==> src/rtl/srm_pkg.sv <==
`timescale 1ns/1ps
package srm_pkg;

   // One decoded request, as seen by the checker
   typedef struct packed {
      logic hit;        // address lies in the unit window
      logic is_read;    // read request (any address)
      logic status_rd;  // read of the status register
      logic deact;      // command write clearing the enable bit
   } dec_t;

endpackage

==> src/rtl/srm_decode.sv <==
`timescale 1ns/1ps
module srm_decode
   import srm_pkg::*;
#(
   parameter int unsigned         ADDR_W      = 16,
   parameter logic [ADDR_W-1:0]   UNIT_BASE   = 16'h4000,
   parameter logic [ADDR_W-1:0]   UNIT_MASK   = 16'hFF00,
   parameter logic [ADDR_W-1:0]   STATUS_OFS  = 16'h0004,
   parameter logic [ADDR_W-1:0]   COMMAND_OFS = 16'h0000
) (
   input  logic              req_write,
   input  logic [ADDR_W-1:0] req_addr,
   input  logic              en_bit,
   output dec_t              dec_o
);

   localparam logic [ADDR_W-1:0] OFS_MASK = ~UNIT_MASK;

   if ((STATUS_OFS & UNIT_MASK) != '0 || (COMMAND_OFS & UNIT_MASK) != '0) begin : g_bad_ofs
      $error("register offsets must lie inside the unit window");
   end
   if (STATUS_OFS == COMMAND_OFS) begin : g_same_ofs
      $error("status and command offsets must differ");
   end

   logic              in_win;
   logic [ADDR_W-1:0] ofs;

   always_comb begin
      in_win          = (req_addr & UNIT_MASK) == (UNIT_BASE & UNIT_MASK);
      ofs             = req_addr & OFS_MASK;
      dec_o.hit       = in_win;
      dec_o.is_read   = !req_write;
      dec_o.status_rd = in_win && !req_write && (ofs == STATUS_OFS);
      dec_o.deact     = in_win && req_write && (ofs == COMMAND_OFS) && !en_bit;
   end

endmodule

==> src/rtl/srm_rdtrack.sv <==
`timescale 1ns/1ps
module srm_rdtrack #(
   parameter int unsigned DEPTH = 4
) (
   input  logic clk,
   input  logic rst_n,
   input  logic push,
   input  logic push_stat,
   input  logic pop,
   output logic head_stat,
   output logic empty
);

   if (DEPTH == 0 || (DEPTH & (DEPTH - 1)) != 0) begin : g_bad_depth
      $error("DEPTH must be a power of two");
   end

   logic full;
   logic do_pop;
   assign do_pop = pop && !empty;

   if (DEPTH == 1) begin : g_single
      logic stat_q;
      logic vld_q;
      always_ff @(posedge clk) begin
         if (!rst_n) begin
            vld_q  <= 1'b0;
            stat_q <= 1'b0;
         end else begin
            if (push) begin
               vld_q  <= 1'b1;
               stat_q <= push_stat;
            end else if (do_pop) begin
               vld_q  <= 1'b0;
            end
         end
      end
      assign head_stat = stat_q;
      assign empty     = !vld_q;
      assign full      = vld_q;
   end else begin : g_ring
      localparam int unsigned PTR_W = $clog2(DEPTH);
      logic [DEPTH-1:0] slot_q;
      logic [PTR_W-1:0] wp_q, rp_q;
      logic [PTR_W:0]   cnt_q;
      always_ff @(posedge clk) begin
         if (!rst_n) begin
            slot_q <= '0;
            wp_q   <= '0;
            rp_q   <= '0;
            cnt_q  <= '0;
         end else begin
            if (push) begin
               slot_q[wp_q] <= push_stat;
               wp_q         <= wp_q + 1'b1;
            end
            if (do_pop) rp_q <= rp_q + 1'b1;
            if (push && !do_pop)      cnt_q <= cnt_q + 1'b1;
            else if (!push && do_pop) cnt_q <= cnt_q - 1'b1;
         end
      end
      assign head_stat = slot_q[rp_q];
      assign empty     = (cnt_q == '0);
      assign full      = (cnt_q == (PTR_W+1)'(DEPTH));
   end

   // responses only for reads that are outstanding
   a_r2_no_underflow: assert property (@(posedge clk) disable iff (!rst_n)
      pop |-> !empty);
   // the tracking depth is never exceeded
   a_r2_no_overflow: assert property (@(posedge clk) disable iff (!rst_n)
      (push && full) |-> pop);

endmodule

==> src/rtl/srm_timer.sv <==
`timescale 1ns/1ps
module srm_timer #(
   parameter int unsigned LIMIT_W = 12,
   parameter int unsigned CNT_W   = LIMIT_W + 1
) (
   input  logic               clk,
   input  logic               rst_n,
   input  logic               load,
   input  logic               run,
   input  logic [LIMIT_W-1:0] limit,
   output logic               over
);

   if (CNT_W <= LIMIT_W) begin : g_bad_w
      $error("counter must be wider than the limit");
   end

   localparam logic [CNT_W-1:0] CNT_MAX = '1;
   localparam logic [CNT_W-1:0] CNT_ONE = CNT_W'(1);

   logic [CNT_W-1:0] elapsed_q;

   always_ff @(posedge clk) begin
      if (!rst_n)                           elapsed_q <= '0;
      else if (load)                        elapsed_q <= CNT_ONE;
      else if (run && elapsed_q != CNT_MAX) elapsed_q <= elapsed_q + 1'b1;
   end

   assign over = elapsed_q > {{(CNT_W-LIMIT_W){1'b0}}, limit};

   // every fault observation restarts the count
   a_r7_reload: assert property (@(posedge clk) disable iff (!rst_n)
      load |=> elapsed_q == CNT_ONE);
   // the count saturates instead of wrapping
   a_r10_no_wrap: assert property (@(posedge clk) disable iff (!rst_n)
      !load |=> elapsed_q >= $past(elapsed_q));

endmodule

==> src/rtl/safety_react_mon.sv <==
`timescale 1ns/1ps
module safety_react_mon
   import srm_pkg::*;
#(
   parameter int unsigned       ADDR_W       = 16,
   parameter int unsigned       DATA_W       = 32,
   parameter int unsigned       LIMIT_W      = 12,
   parameter int unsigned       LIMIT_SRC    = 1,     // 1: cfg_limit port, 0: LIMIT_CYCLES
   parameter int unsigned       LIMIT_CYCLES = 100,
   parameter int unsigned       RD_DEPTH     = 4,
   parameter int unsigned       ERR_BIT      = 1,
   parameter int unsigned       EN_BIT       = 0,
   parameter logic [ADDR_W-1:0] UNIT_BASE    = 16'h4000,
   parameter logic [ADDR_W-1:0] UNIT_MASK    = 16'hFF00,
   parameter logic [ADDR_W-1:0] STATUS_OFS   = 16'h0004,
   parameter logic [ADDR_W-1:0] COMMAND_OFS  = 16'h0000
) (
   input  logic               clk,
   input  logic               rst_n,
   input  logic [LIMIT_W-1:0] cfg_limit,
   input  logic               bus_req_valid,
   input  logic               bus_req_ready,
   input  logic               bus_req_write,
   input  logic [ADDR_W-1:0]  bus_req_addr,
   input  logic [DATA_W-1:0]  bus_req_wdata,
   input  logic               bus_rsp_valid,
   input  logic [DATA_W-1:0]  bus_rsp_rdata,
   output logic               viol_order,
   output logic               viol_timeout,
   output logic               irq
);

   localparam int unsigned CNT_W = LIMIT_W + 1;

   if (ERR_BIT >= DATA_W || EN_BIT >= DATA_W) begin : g_bad_bit
      $error("flag bit positions must lie inside the data word");
   end
   if (LIMIT_W < 1 || LIMIT_W > 30) begin : g_bad_lw
      $error("LIMIT_W out of range");
   end
   if (LIMIT_SRC > 1) begin : g_bad_src
      $error("LIMIT_SRC must be 0 or 1");
   end
   if (LIMIT_CYCLES >= (1 << LIMIT_W)) begin : g_bad_lim
      $error("LIMIT_CYCLES does not fit LIMIT_W");
   end

   dec_t               dec;
   logic               req_fire, acc_fire;
   logic               head_stat, rd_empty;
   logic               err_ev;
   logic [LIMIT_W-1:0] lim_eff;
   logic               over;
   logic               armed_q;
   logic               late, bad_order, settled;

   // bits of the data buses that the checker does not look at
   logic unused_ok;
   assign unused_ok = ^{bus_req_wdata, bus_rsp_rdata, cfg_limit};

   if (LIMIT_SRC == 1) begin : g_lim_port
      assign lim_eff = cfg_limit;
   end else begin : g_lim_param
      assign lim_eff = LIMIT_W'(LIMIT_CYCLES);
   end

   srm_decode #(
      .ADDR_W(ADDR_W), .UNIT_BASE(UNIT_BASE), .UNIT_MASK(UNIT_MASK),
      .STATUS_OFS(STATUS_OFS), .COMMAND_OFS(COMMAND_OFS)
   ) u_dec (
      .req_write (bus_req_write),
      .req_addr  (bus_req_addr),
      .en_bit    (bus_req_wdata[EN_BIT]),
      .dec_o     (dec)
   );

   assign req_fire = bus_req_valid && bus_req_ready;
   assign acc_fire = req_fire && dec.hit;

   srm_rdtrack #(.DEPTH(RD_DEPTH)) u_trk (
      .clk       (clk),
      .rst_n     (rst_n),
      .push      (req_fire && dec.is_read),
      .push_stat (dec.status_rd),
      .pop       (bus_rsp_valid),
      .head_stat (head_stat),
      .empty     (rd_empty)
   );

   assign err_ev = bus_rsp_valid && !rd_empty && head_stat && bus_rsp_rdata[ERR_BIT];

   srm_timer #(.LIMIT_W(LIMIT_W), .CNT_W(CNT_W)) u_tmr (
      .clk   (clk),
      .rst_n (rst_n),
      .load  (err_ev),
      .run   (armed_q),
      .limit (lim_eff),
      .over  (over)
   );

   always_comb begin
      late      = armed_q && over;
      bad_order = armed_q && !late && acc_fire && !dec.deact;
      settled   = armed_q && (late || acc_fire);
   end

   always_ff @(posedge clk) begin
      if (!rst_n) begin
         armed_q      <= 1'b0;
         viol_order   <= 1'b0;
         viol_timeout <= 1'b0;
         irq          <= 1'b0;
      end else begin
         armed_q      <= err_ev || (armed_q && !settled);
         viol_order   <= viol_order || bad_order;
         viol_timeout <= viol_timeout || late;
         irq          <= (bad_order && !viol_order) || (late && !viol_timeout);
      end
   end

   // flags are sticky
   a_r8_order_sticky: assert property (@(posedge clk) disable iff (!rst_n)
      viol_order |=> viol_order);
   a_r8_timeout_sticky: assert property (@(posedge clk) disable iff (!rst_n)
      viol_timeout |=> viol_timeout);
   // the interrupt only accompanies a flag's first rise
   a_r9_irq_on_rise: assert property (@(posedge clk) disable iff (!rst_n)
      irq |-> ($rose(viol_order) || $rose(viol_timeout)));
   // an ordering breach is caused by a unit access that is not a deactivation
   a_r4_order_cause: assert property (@(posedge clk) disable iff (!rst_n)
      $rose(viol_order) |-> $past(acc_fire && !dec.deact));
   // a timeout only follows an expired count
   a_r6_timeout_cause: assert property (@(posedge clk) disable iff (!rst_n)
      $rose(viol_timeout) |-> $past(over));
   // flags and pulse low right after reset
   a_r1_reset_quiet: assert property (@(posedge clk)
      !rst_n |=> !viol_order && !viol_timeout && !irq);

endmodule

==> config.mk <==
export PLATFORM = sky130hd
export DESIGN_NAME = safety_react_mon
export DESIGN_NICKNAME = d
export VERILOG_FILES = /design/src/rtl/srm_pkg.sv /design/src/rtl/srm_decode.sv /design/src/rtl/srm_rdtrack.sv /design/src/rtl/srm_timer.sv /design/src/rtl/safety_react_mon.sv
export SDC_FILE = /design/constraint.sdc
export NUM_CORES = 1
export LEC_CHECK = 0
export ABC_AREA = 1
export CAP_MARGIN = 10
export CORE_MARGIN = 2
export CORE_UTILIZATION = 35
export DETAILED_ROUTE_END_ITERATION = 10
export GPL_TIMING_DRIVEN = 0
export PLACE_DENSITY = 0.74
export SYNTH_ARGS = -nofsm -noshare
export SYNTH_HDL_FRONTEND = slang
export SYNTH_SLANG_ARGS = --single-unit
==> constraint.sdc <==
create_clock -name clk -period 1.8 [get_ports clk]
set_clock_uncertainty 0.05 [all_clocks]
set_input_delay 0.27 -clock clk [delete_from_list [all_inputs] [get_ports clk]]
set_output_delay 0.27 -clock clk [all_outputs]
set_load 0.02 [all_outputs]
==> results of run 1 <==
-- worst max-delay path, delay by kind of cell (launching register included) --
kind                       cells  cell delay (ns)
buffers and inverters          2             0.13
DFF                            1             0.33
AOI/OAI and AO/OA              5             0.73
adders and majority gates      2             0.53
-- cell usage in the layout, fill, tap and decap left out, drive strengths merged --
master,instances
a211oi,1
a21oi,28
buf,7
bufinv,1
clkbuf,4
clkdlybuf4s50,32
dfxtp,28
dlygate4sd2,1
dlymetal6s2s,5
fa,1
ha,18
inv,48
nand2,53
nand3,16
nand3b,1
nand4,5
nor2,30
nor3,7
nor3b,1
o21ai,17
o31a,1
xnor2,4
xor2,3
-- kinds of logic (layout without fill, tap and decap cells) --
group | count (synthesis) | count (layout) | share of synthesized area (%)
AND/OR/NAND/NOR | 113 | 113 | 28.0
buffers and inverters | 51 | 98 | 10.8
AO/OA/AOI/OAI | 47 | 47 | 14.0
flip-flops | 28 | 28 | 30.5
adder cells (fa/ha/maj) | 19 | 19 | 13.3
XOR/XNOR | 7 | 7 | 3.33
-- per-stage QoR --
stage | setup WS, ns | cell area (um2)
2_1_floorplan | 0.00681 | 1840
3_3_place_gp | -0.433 | 2310
3_5_place_dp | -0.472 | 2310
4_1_cts | -0.00128 | 2450
5_1_grt | -0.162 | 2550
6_report | -0.0678 | 2550
-- registers in the layout, indices dropped and copies added (netlist names) --
signal               count
u_tmr.elapsed_q         13
u_trk.g_ring.slot_q      4
u_trk.g_ring.cnt_q       3
u_trk.g_ring.rp_q        2
u_trk.g_ring.wp_q        2
armed_q                  1
irq                      1
viol_order               1
viol_timeout             1
-- routing by layer --
metal,vias up,track usage (%),routed length [um]
met4,0,1.82,25
met2,37,27.7,2270
li1,947,-,-
met1,817,18.3,1910
met5,-,0,0
met3,4,3.55,199
-- where the power goes --
group	internal, uW	switching, uW	total (uW)	leakage, uW
clock	298	199	497	0.0000357
sequential	679	46.5	725	0.000228
combinational	264	257	521	0.000815
total	1240	502	1740	0.00108
-- timing repair --
action / CTS / global route
endpoints found under the setup margin: 5 / 10
pin swaps: 9 / 11
gates resized for setup: 17 / 24
hold endpoints to repair: 0 / 0
setup buffers: 2 / 3
-- path summary, 6_finish.rpt --
| path | from | to | slack, ns | cells past startpoint |
|---|---|---|---|---|
| worst max-delay path | u_trk.g_ring.cnt_q[0] | u_trk.g_ring.cnt_q[2] | -0.07 | 9 |
| worst min-delay path | bus_req_valid | armed_q | 0.37 | 4 |
| worst max register to register | u_trk.g_ring.cnt_q[0] | u_trk.g_ring.cnt_q[2] | -0.07 | 9 |
| worst min register to register | u_trk.g_ring.cnt_q[2] | u_trk.g_ring.cnt_q[2] | 0.43 | 2 |
-- area by class of cell --
class	instances	area (um2)	share of cell area (%)
Tap cell	70	87.6	3.43
Clock inverter	1	30.0	1.18
Buffer	3	20.0	0.785
Sequential cell	28	564	22.1
Clock buffer	3	41.3	1.62
Multi-Input combinational cell	186	1200	46.9
Inverter	48	183	7.16
Timing Repair Buffer	43	429	16.8
==> impl_metrics.csv, run 1 <==
group,metric,value,unit
timing,fin_tns_setup,-0.0678,ns
route,routed_wl,4400,um
synthesis,synth_cells,265,
global_routing,grt_use_total,15.1,%
setup_path,critPathMaxStageDelay,0.40,ns
synthesis,synth-seq-cells,28,
run_status,violations,"negative setup slack",
route,drc,0,
run_status,outcome,"complete, but fails checks",
pwr,vdd_drop_max,0.537,mV
timing,hold_viol,0,
setup_path,worst_path_max_delay_cell,"fa_2",
die,die_h,76.5,um
global_routing,grt_max_degree,17,
synthesis,syn_avg_cell_area,6.94,um2
route,wire_per_inst,11.5,um
cells_and_area,fillers,519,
setup_path,worstSetupPathType,"reg2reg",
pwr,power,1740,uW
pwr,p_per_area,683,nW/um2
synthesis,ys_seq_area_share,30.5,%
global_routing,grt_first_pass_wirelength,7390,um
timing,period_share,104,%
clock_tree,htreeDepth,1,
clock_tree,insertion_delay,0.27,ns
route,dr.pass1.iters,4,
route,vias,1805,
pwr,leakagePower,0.00108,uW
timing,finalWorstSetupSlack,-0.0678,ns
timing,slew_headroom,72.9,%
clock_tree,tritoncts,"done",
cells_and_area,finalNonFillerCells,382,
route,first_iter_violations,66,
cells_and_area,area_delta_synth_final,38.7,%
timing,rsz0062_at_grt,"yes",
synthesis,yosys_warnings,0,
timing,setup-violations-final,1,
placed_design,hpwl,3220,um
synthesis,ys_types,27,
synthesis,yosys-top-cells-area,"dfxtp_1 (30%), ha_1 (12%), nand2_1 (11%)",
setup_path,arrival,1.99,ns
setup_path,crit_chain,"o31a_1, inv_2, ha_4, inv_4, fa_2, a21oi_2, o21ai_2, o21ai_1, a21oi_1",
cells_and_area,drive_gt1_share,16.3,%
synthesis,syn_area,1840,um2
synthesis,synth_edf_count,0,
timing,post-route-min-period,1.87,ns
flow_run,drv_cap,0,
synthesis,synth_ff_type,"dfxtp_1",
synthesis,synth_fp_nets,382,
global_routing,first_global_vias,1728,
die,die_w,76.5,um
route,via_per_inst,4.73,
timing,worst_slew_pin_slew,0.406,ns
synthesis,synthArstFlopShare,0,%
die,row_count,26,
global_routing,grt.overflow.total,0,
setup_path,crit_fanout,3,
synthesis,ys_top_cells_by_count,"nand2_1 (52), inv_1 (45), a21oi_1 (28), dfxtp_1 (28), nor2_1 (28)",
placed_design,dp_cells,373,
timing,fmax,535,MHz
placed_design,io_buffers,38,
cells_and_area,diodes,0,
clock_tree,cts_sinks,28,
synthesis,yosysTopAreaCell,"dfxtp_1",
placed_design,gp_congestion,0.785,
cells_and_area,final_nets,430,
global_routing,antenna_found_initial,0,
die,die_area,5850,um2
clock_tree,path_clk_slew,0.10,ns
clock_tree,ctsLongestPathBuffers,2,
setup_path,critPathLaunchType,"flip-flop",
synthesis,yosysMostFrequentCell,"nand2_1",
clock_tree,cts-buffers-inserted,3,
setup_path,cp-end-kind,"flip-flop",
setup_path,required,1.93,ns
clock_tree,cts_root_buffer,"clkbuf_8",
worst_hold_path,hp-class,"in2reg",
die,start_util,36.2,%
cells_and_area,fin_util,50.3,%
synthesis,synth_top_cell_area_share,30.5,%
clock_tree,holdBufCountCts,0,
die,core,5070,um2
die,ios,101,
route,drtAntennaViolNets,0,
timing,hold_ws,0.369,ns
timing,slew_viol_final,0,
(Power assumes the default switching activity.)
==> inputs of run 2 (changes only) <==
--- a/config.mk
+++ b/config.mk
@@ -7,7 +7,6 @@
 export LEC_CHECK = 0
 export ABC_AREA = 1
 export CAP_MARGIN = 10
-export CORE_MARGIN = 2
 export CORE_UTILIZATION = 35
 export DETAILED_ROUTE_END_ITERATION = 10
 export GPL_TIMING_DRIVEN = 0
==> constraint.sdc (replaced) <==
create_clock -name clk -period 1.8 [get_ports clk]
set_clock_uncertainty 0.05 [all_clocks]
set_input_delay 0.27 -clock clk [delete_from_list [all_inputs] [get_ports clk]]
set_output_delay 0.27 -clock clk [all_outputs]
set_load 0.01 [all_outputs]
==> impl_metrics.csv, run 2 (synthesis results as in run 1) <==
group,metric,value,unit
worst_hold_path,hp-class,"reg2reg",
pwr,leakagePower,0.00105,uW
die,die_h,74.5,um
timing,slew_viol_final,0,
cells_and_area,finalNonFillerCells,385,
placed_design,dp_cells,373,
setup_path,rrSetupSlack,-0.04,ns
setup_path,ff2ff_path_depth,9,
route,drtAntennaViolNets,0,
clock_tree,insertion_delay,0.28,ns
placed_design,gp_congestion,0.794,
pwr,power,1750,uW
die,die_area,5550,um2
cells_and_area,drive_gt1_share,16.8,%
global_routing,grt.overflow.total,0,
cells_and_area,largestRegisters,"u_tmr.elapsed_q x13, u_trk.g_ring.slot_q x4, u_trk.g_ring.cnt_q x3",
setup_path,cp-end-kind,"flip-flop",
pwr,pwr-share-seq,41.6,%
timing,hold_viol,0,
global_routing,first_global_vias,1652,
setup_path,worstSetupPathType,"reg2reg",
die,die_w,74.5,um
clock_tree,cts_sinks,28,
pwr,swShare,28.0,%
clock_tree,cts_root_buffer,"clkbuf_8",
global_routing,antenna_found_initial,0,
timing,finalWorstSetupSlack,-0.0383,ns
cells_and_area,top_register,"u_tmr.elapsed_q",
cells_and_area,final_area,2560,um2
timing,slew_headroom,74.5,%
die,start_util,36.2,%
clock_tree,cts-buffers-inserted,3,
route,vias,1785,
route,first_iter_violations,57,
clock_tree,ctsLongestPathBuffers,2,
setup_path,crit_fanout,3,
pwr,p_clk_share,29.1,%
pwr,p_per_area,685,nW/um2
run_status,violations,"negative setup slack",
timing,period_share,102,%
cells_and_area,diodes,0,
die,ios,101,
route,via_per_inst,4.64,
setup_path,required,1.93,ns
cells_and_area,final_nets,433,
cells_and_area,layout_common_cells,"nand2_1 (49), inv_1 (39), clkdlybuf4s50_1 (35)",
placed_design,hpwl,3030,um
clock_tree,path_clk_slew,0.10,ns
timing,rsz0062_at_grt,"yes",
setup_path,rr_startpoint,"u_trk.g_ring.cnt_q[0]",
pwr,vdd_drop_max,0.571,mV
setup_path,critPathLaunch,"u_trk.g_ring.cnt_q[0]",
run_status,outcome,"complete, but fails checks",
clock_tree,htreeDepth,1,
worst_hold_path,hold_end,"u_trk.g_ring.cnt_q[2]",
route,drc,0,
pwr,p_sw,490,uW
setup_path,arrival,1.97,ns
timing,fmax,544,MHz
placed_design,placed_cell_area,2310,um2
global_routing,grt_first_pass_wirelength,6710,um
setup_path,critPathLaunchType,"flip-flop",
global_routing,grt_use_total,15.4,%
pwr,pwr-share-comb,29.3,%
timing,setup-violations-final,1,
timing,hold_ws,0.432,ns
route,dr.pass1.iters,4,
die,core,5070,um2
placed_design,place_worst_setup_slack,-0.484,ns
pwr,internal_power,1260,uW
cells_and_area,fillers,523,
die,row_count,26,
global_routing,grt_max_degree,17,
worst_hold_path,worstHoldStart,"u_trk.g_ring.cnt_q[2]",
route,routed_wl,4150,um
placed_design,io_buffers,38,
cells_and_area,layout_commonest_cell,"nand2_1",
timing,post-route-min-period,1.84,ns
flow_run,drv_cap,0,
clock_tree,tritoncts,"done",
cells_and_area,area_delta_synth_final,39.1,%
cells_and_area,largest_reg_flops,13,
route,wire_per_inst,10.8,um
timing,worst_slew_pin_slew,0.383,ns
setup_path,r2r-end,"u_trk.g_ring.cnt_q[2]",
worst_hold_path,hold_depth,2,
[run 2: changes by cell type in the layout (fill, tap and decap cells not counted), moves of 2 or more]
cell / before / now
buf_4: 5 / 8
clkdlybuf4s50_1: 32 / 35
dlymetal6s2s_1: 5 / 2
dfxtp_1: 25 / 23
o21ai_1: 2 / 4
o21ai_2: 2 / 0
[run 2: critical path, stage by stage (launching register included)]
cell and delay [ns]:
dfxtp_4 0.36, o31a_1 0.32, inv_2 0.09, ha_4 0.14, inv_4 0.04, fa_2 0.36, a21oi_2 0.11, o21ai_1 0.08
o21ai_1 0.13, a21oi_1 0.05
[run 2: repair_timing]
action / 4_1_cts / 5_1_grt
setup endpoints to repair: 5 / 6
setup buffers: 3 / 5
pin swaps: 8 / 11
hold buffers: 0 / 0
gates resized for setup: 11 / 27
gates cloned: 0 / 0
[run 2: metrics by stage]
step                      setup TNS (ns)  utilization, %
final                            -0.0383            50.4
after global routing              -0.172            50.4
after CTS                        -0.0185            47.7
after detailed placement           -2.74            45.5
after global placement             -2.47            45.5
after floorplan                        0               -
[run 2: cell type report]
class | instances | area, um2 | area share, %
Timing Repair Buffer | 46 | 444 | 17.4
Multi-Input combinational cell | 186 | 1180 | 46.3
Inverter | 48 | 183 | 7.14
Sequential cell | 28 | 569 | 22.2
Tap cell | 70 | 87.6 | 3.42
Clock inverter | 1 | 30.0 | 1.17
Clock buffer | 3 | 41.3 | 1.61
Buffer | 3 | 20.0 | 0.782
[run 2: how the worst max path moves through the flow]
stage / end / slack, ns
floorplan: u_trk.g_ring.cnt_q[2] / 0.007
global placement: u_trk.g_ring.cnt_q[2] / -0.44
detailed placement: u_trk.g_ring.cnt_q[2] / -0.48
CTS: u_trk.g_ring.cnt_q[2] / -0.02
global route: u_trk.g_ring.cnt_q[2] / -0.11
finish: u_trk.g_ring.cnt_q[2] / -0.04
[run 2: power groups by stage]
stage / logic, uW / clock network (uW) / registers, uW
finish: 513 / 510 / 729
global route: 579 / 539 / 736
CTS: 407 / 515 / 736
detailed placement: 368 / 0 / 744
global placement: 352 / 0 / 743
floorplan: 240 / 0 / 734
[run 2: layer usage]
metal	global-route usage, %	part of all wire (%)	up-vias
li1	-	-	951
met1	18.4	48	794
met2	28.6	48	36
met3	2.98	3.6	4
met4	2.73	0.60	0
met5	0	0	-
==> inputs of run 3 (changes only) <==
--- a/config.mk
+++ b/config.mk
@@ -7,10 +7,11 @@
 export LEC_CHECK = 0
 export ABC_AREA = 1
 export CAP_MARGIN = 10
-export CORE_UTILIZATION = 35
+export CORE_UTILIZATION = 39
 export DETAILED_ROUTE_END_ITERATION = 10
 export GPL_TIMING_DRIVEN = 0
-export PLACE_DENSITY = 0.74
+export HOLD_SLACK_MARGIN = 0.12
+export PLACE_DENSITY = 0.78
 export SYNTH_ARGS = -nofsm -noshare
 export SYNTH_HDL_FRONTEND = slang
 export SYNTH_SLANG_ARGS = --single-unit
==> constraint.sdc (replaced) <==
create_clock -name clk -period 1.85 [get_ports clk]
set_clock_uncertainty 0.05 [all_clocks]
set_input_delay 0.2775 -clock clk [delete_from_list [all_inputs] [get_ports clk]]
set_output_delay 0.2775 -clock clk [all_outputs]
set_load 0.01 [all_outputs]
==> impl_metrics.csv, run 3 (synthesis results as in run 1) <==
group,metric,value,unit
setup_path,worstSetupPathType,"reg2reg",
timing,finalWorstSetupSlack,-0.0164,ns
die,ios,101,
placed_design,io_buffers,38,
clock_tree,cts_root_buffer,"clkbuf_8",
global_routing,grt_use_total,16.9,%
timing,slew_viol_final,0,
cells_and_area,multi_input_area,1130,um2
route,first_iter_violations,81,
timing,setup-violations-final,1,
placed_design,placed_cell_area,2280,um2
cells_and_area,regArea,562,um2
global_routing,grt_max_degree,17,
placed_design,dp_cells,355,
setup_path,ff2ff_path_depth,9,
global_routing,antenna_found_initial,0,
cells_and_area,largest_reg_flops,13,
route,drtAntennaViolNets,0,
cells_and_area,layout_commonest_cell,"nand2_1",
cells_and_area,finalNonFillerCells,366,
clock_tree,ctsLongestPathBuffers,2,
cells_and_area,drive_gt1_share,12.1,%
die,die_area,4990,um2
timing,period_share,101,%
timing,post-route-min-period,1.87,ns
route,drc,4,
worst_hold_path,hp-class,"reg2reg",
route,wire_per_inst,11.3,um
clock_tree,insertion_delay,0.28,ns
pwr,power,1670,uW
timing,worst_slew_pin_slew,0.460,ns
timing,fmax,536,MHz
run_status,violations,"design-rule violations, negative setup slack",
cells_and_area,layout_common_cells,"nand2_1 (50), inv_1 (42), clkdlybuf4s50_1 (37)",
setup_path,required,1.98,ns
global_routing,grt_first_pass_wirelength,6640,um
setup_path,path_depth,9,
global_routing,met1_usage,20.4,%
clock_tree,cts-buffers-inserted,3,
setup_path,r2r-end,"u_trk.g_ring.cnt_q[2]",
setup_path,critPathLaunchType,"flip-flop",
setup_path,critPathBufInv,2,
route,vias,1800,
setup_path,critPathMaxStageDelay,0.40,ns
die,row_count,24,
placed_design,hpwl,3130,um
global_routing,first_global_vias,1567,
cells_and_area,final_area,2470,um2
clock_tree,htreeDepth,1,
cells_and_area,largestRegisters,"u_tmr.elapsed_q x13, u_trk.g_ring.slot_q x4, u_trk.g_ring.cnt_q x3",
clock_tree,cts_sinks,28,
die,die_h,70.7,um
global_routing,grt.overflow.total,0,
setup_path,crit_fanout,2,
route,routed_wl,4120,um
cells_and_area,final_nets,432,
timing,hold_viol,0,
clock_tree,path_clk_slew,0.10,ns
setup_path,crit_chain,"o31a_1, inv_2, ha_4, inv_4, fa_2, a21oi_2, o21ai_2, o21ai_1, a21oi_1",
clock_tree,tritoncts,"done",
setup_path,rr_startpoint,"u_trk.g_ring.cnt_q[0]",
setup_path,rrSetupSlack,-0.02,ns
setup_path,cp-endpoint,"u_trk.g_ring.cnt_q[2]",
worst_hold_path,worstHoldStart,"viol_order",
global_routing,gr-usage-met2,28.6,%
route,via_per_inst,4.92,
pwr,p_per_area,678,nW/um2
timing,slew_headroom,69.3,%
placed_design,gp_congestion,0.815,
global_routing,use_met3,4.13,%
pwr,vdd_drop_max,0.692,mV
cells_and_area,area_delta_synth_final,34.3,%
setup_path,cp-end-kind,"flip-flop",
timing,hold_ws,0.435,ns
cells_and_area,top_register,"u_tmr.elapsed_q",
setup_path,arrival,2.00,ns
pwr,leakagePower,0.00104,uW
setup_path,crit_family,"compound AO/OA/AOI/OAI gates",
cells_and_area,diodes,0,
die,core,4440,um2
setup_path,critPathLaunch,"u_trk.g_ring.cnt_q[0]",
route,dr.pass1.iters,7,
run_status,outcome,"complete, but fails checks",
global_routing,top_usage_layer,"met2",
clock_tree,holdBufCountCts,0,
cells_and_area,fillers,433,
timing,rsz0062_at_grt,"yes",
die,die_w,70.7,um
setup_path,worst_path_max_delay_cell,"fa_2",
flow_run,drv_cap,0,
die,start_util,41.4,%
## run 3: worst reg2reg max path, stage by stage, from the launching register on
cell	delay (ns)
dfxtp_2	0.34
o31a_1	0.32
inv_2	0.09
ha_4	0.14
inv_4	0.04
fa_2	0.40
a21oi_2	0.14
o21ai_2	0.07
o21ai_1	0.14
a21oi_1	0.05
## run 3: routing by layer
metal / wire, um / share of wire, %
met3: 174 / 4.2
met4: 92 / 2.2
met5: 0 / 0
met1: 1880 / 46
met2: 1980 / 48
## run 3: area by class of cell
class	instances	share of cell area [%]
repair buffers	45	17.6
well taps	52	2.63
plain buffers	3	0.760
flip-flops and latches	28	22.7
multi-input cells	186	45.9
clock inverters	1	1.22
inverters	48	7.40
clock buffers	3	1.67
## run 3: worst min-delay path by stage
stage                        endpoint  slack, ns  cells past startpoint
2_1_floorplan  u_trk.g_ring.slot_q[3]       0.37                      2
3_3_place_gp    u_trk.g_ring.cnt_q[2]       0.40                      2
3_5_place_dp    u_trk.g_ring.cnt_q[2]       0.42                      2
4_1_cts                    viol_order       0.44                      2
5_1_grt                    viol_order       0.46                      2
6_report                   viol_order       0.44                      2
## run 3: where the power goes
| group | switching [uW] | internal [uW] | total, uW |
|---|---|---|---|
| Combinational | 226 | 251 | 477 |
| Sequential | 48.7 | 660 | 709 |
| Clock | 199 | 290 | 489 |
| Total | 473 | 1200 | 1670 |
## run 3: timing repair
action	4_1_cts	5_1_grt
cloned	0	0
setup buffers	1	6
pin swaps	0	13
resized for setup	6	16
endpoints found under the setup margin	1	4
## run 3: per-stage QoR
stage,setup WS [ns],TNS (ns),utilization [%]
6_report,-0.0164,-0.0164,55.6
5_1_grt,-0.0671,-0.152,55.6
4_1_cts,0.00376,0,53.4
3_5_place_dp,-0.534,-2.35,51.4
3_3_place_gp,-0.451,-1.83,51.4
2_1_floorplan,0.0190,0,-
